### config.mk
export PLATFORM = sky130hd
export DESIGN_NAME = ipu_hdr_capture
export DESIGN_NICKNAME = d
export VERILOG_FILES = /design/src/rtl/ipu_pkg.sv /design/src/rtl/ipu_hdr_capture.sv
export SDC_FILE = /design/constraint.sdc
export NUM_CORES = 1
export LEC_CHECK = 0
export ABC_AREA = 1
export BUFFER_PORTS_ARGS = -buffer_cell sky130_fd_sc_hd__buf_2
export CAP_MARGIN = 15
export CORE_ASPECT_RATIO = 2
export CORE_MARGIN = 1.5
export CORE_UTILIZATION = 56
export CTS_CLUSTER_DIAMETER = 120
export DETAILED_ROUTE_END_ITERATION = 12
export GPL_TIMING_DRIVEN = 0
export PLACE_DENSITY = 0.85
export SKIP_LAST_GASP = 1
export SLEW_MARGIN = 30
export SYNTH_ARGS = -nofsm -noshare
export SYNTH_HDL_FRONTEND = slang
export SYNTH_SLANG_ARGS = --single-unit
export TNS_END_PERCENT = 30
### constraint.sdc
create_clock -name clk -period 6.51 [get_ports clk]
set_input_delay 1.302 -clock clk [delete_from_list [all_inputs] [get_ports clk]]
set_output_delay 1.302 -clock clk [all_outputs]
set_load 0.05 [all_outputs]
### src/rtl/ipu_pkg.sv
package ipu_pkg;

   typedef enum logic [2:0] {
      IPU_PASS         = 3'd0,
      IPU_BAD_VER      = 3'd1,
      IPU_BAD_IHL      = 3'd2,
      IPU_SHORT        = 3'd3,
      IPU_LEN_MISMATCH = 3'd4,
      IPU_BAD_PROTO    = 3'd5,
      IPU_UDP_MISMATCH = 3'd6
   } ipu_reason_e;

   localparam int          IPU_KINDS      = 7;
   localparam int          IPU_KIND_W     = 3;
   localparam logic [3:0]  IPU_IP_VER     = 4'd4;
   localparam logic [3:0]  IPU_MIN_IHL    = 4'd5;
   localparam logic [7:0]  IPU_UDP_PROTO  = 8'd17;
   localparam int          IPU_L2_BYTES   = 18;
   localparam int          IPU_CRC_BYTES  = 4;
   localparam int          IPU_UDP_BYTES  = 8;
   localparam int          IPU_PAD_FRAME  = 64;
   localparam int          IPU_MIN_HDR_B  = 20;

endpackage

### src/rtl/ipu_hdr_capture.sv
module ipu_hdr_capture
   import ipu_pkg::*;
#(
   parameter int LEN_W   = 16,
   parameter int SLICE_W = 4
) (
   input  logic               clk,
   input  logic               rst_n,
   input  logic               hb_valid,
   input  logic               hb_sof,
   input  logic [7:0]         hb_data,
   input  logic [LEN_W-1:0]   frame_len,
   input  logic [SLICE_W-1:0] slice_in,
   output logic               cap_done,
   output logic [3:0]         cap_ver,
   output logic [3:0]         cap_ihl,
   output logic [15:0]        cap_tot,
   output logic [7:0]         cap_proto,
   output logic [31:0]        cap_src,
   output logic [15:0]        cap_sport,
   output logic [15:0]        cap_dport,
   output logic [15:0]        cap_ulen,
   output logic [LEN_W-1:0]   cap_flen,
   output logic [SLICE_W-1:0] cap_slice
);

   localparam int IDX_W = 7;

   logic             busy;
   logic [IDX_W-1:0] idx;
   logic [IDX_W-1:0] hdr_bytes;
   logic [IDX_W-1:0] last_idx;
   logic [IDX_W-1:0] rel;
   logic             in_udp;

   // Header bytes as declared; a bad length nibble falls back to the minimum.
   assign hdr_bytes = (cap_ihl < IPU_MIN_IHL) ? IDX_W'(IPU_MIN_HDR_B)
                                              : {1'b0, cap_ihl, 2'b00};
   assign last_idx  = hdr_bytes + IDX_W'(IPU_UDP_BYTES - 1);
   assign in_udp    = (idx >= hdr_bytes);
   assign rel       = idx - hdr_bytes;

   always_ff @(posedge clk) begin
      if (!rst_n) begin
         busy      <= 1'b0;
         idx       <= '0;
         cap_done  <= 1'b0;
         cap_ver   <= '0;
         cap_ihl   <= '0;
         cap_tot   <= '0;
         cap_proto <= '0;
         cap_src   <= '0;
         cap_sport <= '0;
         cap_dport <= '0;
         cap_ulen  <= '0;
         cap_flen  <= '0;
         cap_slice <= '0;
      end else begin
         cap_done <= 1'b0;
         if (hb_valid && hb_sof) begin
            busy      <= 1'b1;
            idx       <= IDX_W'(1);
            cap_ver   <= hb_data[7:4];
            cap_ihl   <= hb_data[3:0];
            cap_flen  <= frame_len;
            cap_slice <= slice_in;
         end else if (hb_valid && busy) begin
            case (idx)
               IDX_W'(2):  cap_tot[15:8]  <= hb_data;
               IDX_W'(3):  cap_tot[7:0]   <= hb_data;
               IDX_W'(9):  cap_proto      <= hb_data;
               IDX_W'(12): cap_src[31:24] <= hb_data;
               IDX_W'(13): cap_src[23:16] <= hb_data;
               IDX_W'(14): cap_src[15:8]  <= hb_data;
               IDX_W'(15): cap_src[7:0]   <= hb_data;
               default: ;
            endcase
            if (in_udp) begin
               case (rel)
                  IDX_W'(0): cap_sport[15:8] <= hb_data;
                  IDX_W'(1): cap_sport[7:0]  <= hb_data;
                  IDX_W'(2): cap_dport[15:8] <= hb_data;
                  IDX_W'(3): cap_dport[7:0]  <= hb_data;
                  IDX_W'(4): cap_ulen[15:8]  <= hb_data;
                  IDX_W'(5): cap_ulen[7:0]   <= hb_data;
                  default: ;
               endcase
            end
            if (idx == last_idx) begin
               busy     <= 1'b0;
               cap_done <= 1'b1;
            end else begin
               idx <= idx + IDX_W'(1);
            end
         end
      end
   end

   // a header needs at least 28 bytes, so completions never touch
   a_r10_done_single: assert property (@(posedge clk) disable iff (!rst_n)
      cap_done |=> !cap_done);

   // a start byte only arms capture, it never completes a header
   a_r11_sof_never_done: assert property (@(posedge clk) disable iff (!rst_n)
      (hb_valid && hb_sof) |=> !cap_done);

endmodule

==> results of run 1 <==
==> through the flow <==
step	setup slack [ns]	utilization [%]
after CTS	3.80	74.1
final	3.77	74.1
after detailed placement	3.65	67.9
after floorplan	3.76	-
after global routing	3.56	74.1
after global placement	3.69	67.9
==> critical path: cells and delay by family (launching register included) <==
family | cells | cell delay [ns]
simple gates | 9 | 1.49
compound gates | 1 | 0.15
buf+inv | 2 | 0.23
fa+ha+maj | 1 | 0.42
flops | 1 | 0.34
==> flip-flops by register name, indices dropped and copies added, names as in the netlist <==
name       count
cap_src       32
cap_dport     16
cap_flen      16
cap_sport     16
cap_tot       16
cap_ulen      16
cap_proto      8
idx            7
cap_ihl        4
cap_slice      4
cap_ver        4
busy           1
cap_done       1
==> report_power, final <==
| part | total [mW] | internal [mW] | switching (mW) |
|---|---|---|---|
| Combinational | 0.156 | 0.0394 | 0.117 |
| Clock | 0.990 | 0.589 | 0.401 |
| Sequential | 0.884 | 0.876 | 0.00796 |
==> layout make-up <==
class	instances	area (um2)	share of cell area (%)
repair buffers	163	816	11.2
well taps	132	165	2.27
plain buffers	42	180	2.47
flip-flops and latches	141	2820	38.8
clock buffers	18	439	6.03
multi-input cells	521	2520	34.6
clock inverters	14	168	2.30
inverters	46	173	2.37
==> kinds of logic (layout without fill, tap and decap cells) <==
kind of cell               Yosys count  count (layout)
and+or+nand+nor                    353             353
adders and majority gates           10              10
xor gates and xnor gates             5               5
AOI/OAI and AO/OA                  153             153
DFF                                141             141
buffers and inverters               88             283
==> metal layers <==
| layer | part of all wire (%) | global-route usage, % |
|---|---|---|
| met1 | 34 | 31.1 |
| met2 | 55 | 58.3 |
| met3 | 5.2 | 6.99 |
| met4 | 5.5 | 19.0 |
| met5 | 0 | 0 |
==> path summary, 6_finish.rpt <==
| kind | start | to | slack [ns] |
|---|---|---|---|
| min | cap_flen[1] | cap_flen[1] | 0.48 |
| min reg2reg | cap_flen[1] | cap_flen[1] | 0.48 |
| max | cap_ihl[3] | cap_dport[10] | 3.77 |
| max reg2reg | cap_ihl[3] | cap_dport[10] | 3.77 |
==> layout by cell type (no fill, tap or decap), drive strengths merged <==
| cell | instances |
|---|---|
| fa | 1 |
| o21bai | 1 |
| nor4 | 1 |
| nor2 | 171 |
| a21oi | 65 |
| bufinv | 2 |
| nand2 | 106 |
| clkinv | 2 |
| buf | 181 |
| a211oi | 8 |
| dfxtp | 141 |
| clkinvlp | 1 |
| nor3 | 6 |
| clkbuf | 42 |
| xor2 | 5 |
| nand3b | 1 |
| o21ai | 79 |
| nand3 | 64 |
| nand4 | 3 |
| ha | 9 |
| or2 | 1 |
| inv | 55 |
==> cells in the mapped netlist (all sizes together) <==
library cell / count
o21bai: 1
nor3: 6
a21oi: 65
xor2: 5
or2: 1
dfxtp: 141
o21ai: 79
nand4: 3
ha: 9
a211oi: 8
nand3b: 1
nand2: 106
nor2: 171
nor4: 1
fa: 1
nand3: 64
inv: 46
buf: 18
clkbuf: 24
==> flow_metrics.env, run 1 <==
export IMPL_yosysTopAreaCell="dfxtp_1"
export IMPL_synthToLayoutAreaGrowth_pct=27.9
export IMPL_finalWeightedCongestion=0.916
export IMPL_required_ns=6.81
export IMPL_slew_viol_final=0
export IMPL_hold_worst_slack_ns=0.475
export IMPL_synth_simple_gate_area_share_pct=27.3
export IMPL_drc=0
export IMPL_layout_min_cycle_time_ns=2.74
export IMPL_die_y_um=146
export IMPL_power_mw=2.03
export IMPL_dr_pass1_iters=7
export IMPL_critPathCaptureType="flop"
export IMPL_io_pins=165
export IMPL_dp_hpwl_mm=12.1
export IMPL_io_buffers=163
export IMPL_crit_slowest_cell="nor3_2"
export IMPL_die_area_um2=10800
export IMPL_fp_dieW_um=74.3
export IMPL_synthMuxAreaShare_pct=0
export IMPL_worstRegToRegCells=13
export IMPL_dpl_cell_area_um2=6680
export IMPL_grt_antenna_before_repair=0
export IMPL_fin_cells=1077
export IMPL_holdBufCountCts=0
export IMPL_slowest_delay_ns=0.50
export IMPL_final_area_um2=7280
export IMPL_drive_gt1_share_pct=24.9
export IMPL_core_area_um2=9830
export IMPL_cp_arrival_ns=3.04
export IMPL_max_freq_mhz=365
export IMPL_yosys_area_share_adder_pct=2.33
export IMPL_clockBufferDepth=2
export IMPL_first_iter_violations=318
export IMPL_wirelength_mm=16.6
export IMPL_fin_skew_ns=0.0122
export IMPL_netlist_instances=750
export IMPL_ys_ff_latch=141
export IMPL_synth_compound_area_share_pct=13.8
export IMPL_vias=5766
export IMPL_post_route_period_util_pct=42.1
export IMPL_postCtsSetupBuffers=0
export IMPL_rsz0062_at_grt="no"
export IMPL_drv_cap=0
export IMPL_fin_nets=974
export IMPL_syn_nets=792
export IMPL_grt_max_degree=17
export IMPL_min_path_type="reg -> reg"
export IMPL_synth_top_family_by_area="simple AND/OR/NAND/NOR gates"
export IMPL_h_tree_depth=4
export IMPL_grt_pass1_wl_mm=26.8
export IMPL_crit_path_start_kind="flop"
export IMPL_cts_buffers=17
export IMPL_critPathKind="reg -> reg"
export IMPL_setup_tns_ns=0
export IMPL_syn_area_um2=5690
export IMPL_fp_row_count=51
export IMPL_overflow=0
export IMPL_clock_sinks=141
export IMPL_status="finished clean"
export IMPL_power_leakage_nw=3.50
export IMPL_synth_xor_area_share_pct=0.769
export IMPL_setup_viol=0
export IMPL_ys_warnings_count=0
export IMPL_clockRootBuffer="clkbuf_16"
export IMPL_drtAntennaViolNets=0
export IMPL_yosysSeqAreaShare_pct=49.6
export IMPL_antenna_cells=0
export IMPL_crit_path_frequent_cell="nand2_1"
export IMPL_clkSlewWorstSetupHoldPaths_ns=0.06
export IMPL_cts_tree="yes"
export IMPL_track_usage_pct=32.0
export IMPL_crit_path_max_fanout=8
export IMPL_nFillCells=800
export IMPL_routedWlPerCell_um=15.5
export IMPL_ys_top_cells_by_area="dfxtp_1, nor2_1, o21ai_0"
export IMPL_relSlewSlack_pct=48.3
export IMPL_ir_worst_vdd_mv=0.246
export IMPL_cts_resized=0
export IMPL_grt_pass1_vias=5741
export IMPL_viasPerCell=5.35
export IMPL_hold_depth=2
export IMPL_hold_violations=0
export IMPL_pwr_density_cell_nw_per_um2=279
export IMPL_tightest_slew_ns=0.775
export IMPL_crit_path_cell_trace="inv_1, nand2_1, o21bai_1, nand2_1, inv_1, fa_1, nand3b_1, nand3_1, nand2_2, nor3_2, nand3_1, nand2_1, nor2_1"
export IMPL_clock_latency_ns=0.42
export IMPL_start_util_pct=57.9
export IMPL_synth_cell_types=30
export IMPL_avgSynthCellArea_um2=7.59
export IMPL_place_inst=1045
export IMPL_synth_top_area_share_pct=49.6
Note: power is estimated with default switching activity, not from simulation.
==> run 2, diff against run 1 <==
CORE_UTILIZATION = 52   (was 56)
PLACE_DENSITY = 0.8   (was 0.85)
clock period = 2.85 ns   (was 6.51 ns; I/O delays follow)
==> run 2 against run 1 <==
  * Clock skew fell by 0.0042 ns
  * Routed wire length is 1.9% lower
  * Non-clock buffer count increased by 1
  * Register-to-register slack got worse by 3.5 ns
  * Sequential share of layout area fell by 0.14 points
  * Global-route usage fell by 3.2 points
  * Clock power up 120%
  * Worst hold slack worse by 0.077 ns
  * First-iteration DRC count shrank 18%
  * Critical path type unchanged
  * Critical endpoint is now cap_dport[14]
  * Largest cell class unchanged
==> flow_metrics.env, run 2 (same netlist as run 1, synthesis figures left out) <==
export IMPL_largest_register_ffs=32
export IMPL_ir_worst_vdd_mv=0.642
export IMPL_power_mw=4.57
export IMPL_relSlewSlack_pct=48.4
export IMPL_clock_latency_ns=0.42
export IMPL_io_pins=165
export IMPL_hold_violations=0
export IMPL_rsz0062_at_grt="no"
export IMPL_die_area_um2=11600
export IMPL_start_util_pct=53.7
export IMPL_die_y_um=151
export IMPL_layout_common_cells="buf_2, nor2_1, dfxtp_1, nand2_1, o21ai_0"
export IMPL_grt_antenna_before_repair=1
export IMPL_place_inst=1050
export IMPL_status="finished clean"
export IMPL_clockBufferDepth=2
export IMPL_clockRootBuffer="clkbuf_16"
export IMPL_drive_gt1_share_pct=25.3
export IMPL_first_iter_violations=260
export IMPL_fin_cells=1083
export IMPL_drc=0
export IMPL_synthToLayoutAreaGrowth_pct=28.5
export IMPL_worstRegToRegCells=15
export IMPL_layout_min_cycle_time_ns=2.62
export IMPL_drtAntennaViolNets=0
export IMPL_hold_depth=3
export IMPL_cts_buffers=17
export IMPL_r2r_slack_ns=0.23
export IMPL_fp_dieW_um=77.0
export IMPL_setup_viol=0
export IMPL_fin_nets=975
export IMPL_dr_pass1_iters=7
export IMPL_wirelength_mm=16.3
export IMPL_pwr_density_cell_nw_per_um2=625
export IMPL_h_tree_depth=4
export IMPL_whs_endpoint="cap_slice[1]"
export IMPL_grt_pass1_vias=5485
export IMPL_place_ws_ns=0.124
export IMPL_r2r_start="cap_ihl[3]"
export IMPL_dp_hpwl_mm=11.8
export IMPL_fp_row_count=53
export IMPL_cp_arrival_ns=2.97
export IMPL_setup_slack_ns=0.225
export IMPL_critPathKind="reg -> reg"
export IMPL_fin_skew_ns=0.00793
export IMPL_max_freq_mhz=381
export IMPL_final_common_cell="buf_2"
export IMPL_critPathCaptureType="flop"
export IMPL_finalWeightedCongestion=0.955
export IMPL_regMostFlops="cap_src"
export IMPL_required_ns=3.20
export IMPL_tightest_slew_ns=0.774
export IMPL_r2r_end="cap_dport[14]"
export IMPL_routedWlPerCell_um=15.1
export IMPL_io_buffers=163
export IMPL_slew_viol_final=0
export IMPL_crit_path_max_fanout=10
export IMPL_min_from="slice_in[1]"
export IMPL_crit_start="cap_ihl[3]"
export IMPL_overflow=0
export IMPL_post_route_period_util_pct=92.1
export IMPL_clkSlewWorstSetupHoldPaths_ns=0.06
export IMPL_setup_tns_ns=0
export IMPL_drv_cap=0
export IMPL_min_path_type="in -> reg"
export IMPL_grt_pass1_wl_mm=25.9
export IMPL_viasPerCell=5.29
export IMPL_grt_max_degree=17
export IMPL_vias=5731
export IMPL_crit_path_start_kind="flop"
export IMPL_clock_sinks=141
export IMPL_track_usage_pct=28.8
export IMPL_power_leakage_nw=3.54
export IMPL_cts_tree="yes"
export IMPL_core_area_um2=10600
==> run 2: cell types whose count changed in the layout (fill, tap and decap cells not counted), moves of 2 or more <==
cell / delta
inv_6: -4
inv_8: -3
nor3_2: -3
nor3_4: +3
clkinv_4: +2
clkinvlp_4: +2
dfxtp_1: -2
dfxtp_2: +2
==> run 2: worst max-delay path by stage <==
stage,cells past startpoint,to,slack (ns)
floorplan,13,cap_sport[10],0.10
global placement,14,cap_sport[10],0.18
detailed placement,14,cap_sport[15],0.12
CTS,14,cap_sport[10],0.09
global route,14,cap_dport[8],0.04
finish,15,cap_dport[14],0.23
==> run 2: report_power, final <==
group,switching (mW),total [mW],leakage (nW),internal (mW)
registers,0.0183,2.02,1.14,2.00
clock network,0.860,2.19,0.282,1.33
logic,0.268,0.358,2.12,0.0900
total,1.15,4.57,3.54,3.43
==> run 2: cell type report <==
type                    instances  area (um2)
multi-input cells             521        2550
well taps                     137         171
plain buffers                  42         183
diodes                          1        2.50
inverters                      46         173
clock buffers                  19         453
flip-flops and latches        141        2830
clock inverters                12         136
repair buffers                164         823
fillers                       950        3300
==> run 2: worst max-delay path: stages (launching register included) <==
cell	delay, ns
dfxtp_2	0.34
inv_2	0.11
nand2_1	0.08
o21bai_1	0.15
nand2_1	0.08
inv_1	0.08
fa_1	0.43
nand3b_1	0.23
nand3_2	0.13
nand2_4	0.11
nor2_4	0.16
buf_6	0.16
nand2_2	0.07
nor2_4	0.24
nor2_1	0.07
nor2_1	0.10
==> run 2: routing by layer <==
layer / track usage, % / vias up / wire [um] / part of all wire, %
li1: - / 2813 / - / -
met1: 28.7 / 2616 / 5920 / 36
met2: 53.5 / 242 / 8670 / 53
met3: 5.78 / 60 / 856 / 5.2
met4: 19.0 / 0 / 895 / 5.5
met5: 0 / - / 0 / 0
==> run 2: timing repair <==
item                                   4_1_cts  5_1_grt
hold buffers                                 0        0
endpoints found under the hold margin        0        0
buffers inserted                             0        1
gates resized for setup                      0        9
setup endpoints to repair                    0       34
==> run 2: through the flow <==
step / cell area (um2) / hold WS, ns / util [%]
final: 7310 / 0.398 / 68.9
after floorplan: 5690 / 0.476 / -
after global routing: 7310 / 0.403 / 68.9
after CTS: 7270 / 0.393 / 68.5
after detailed placement: 6680 / 0.466 / 63.0
after global placement: 6680 / 0.457 / 63.0
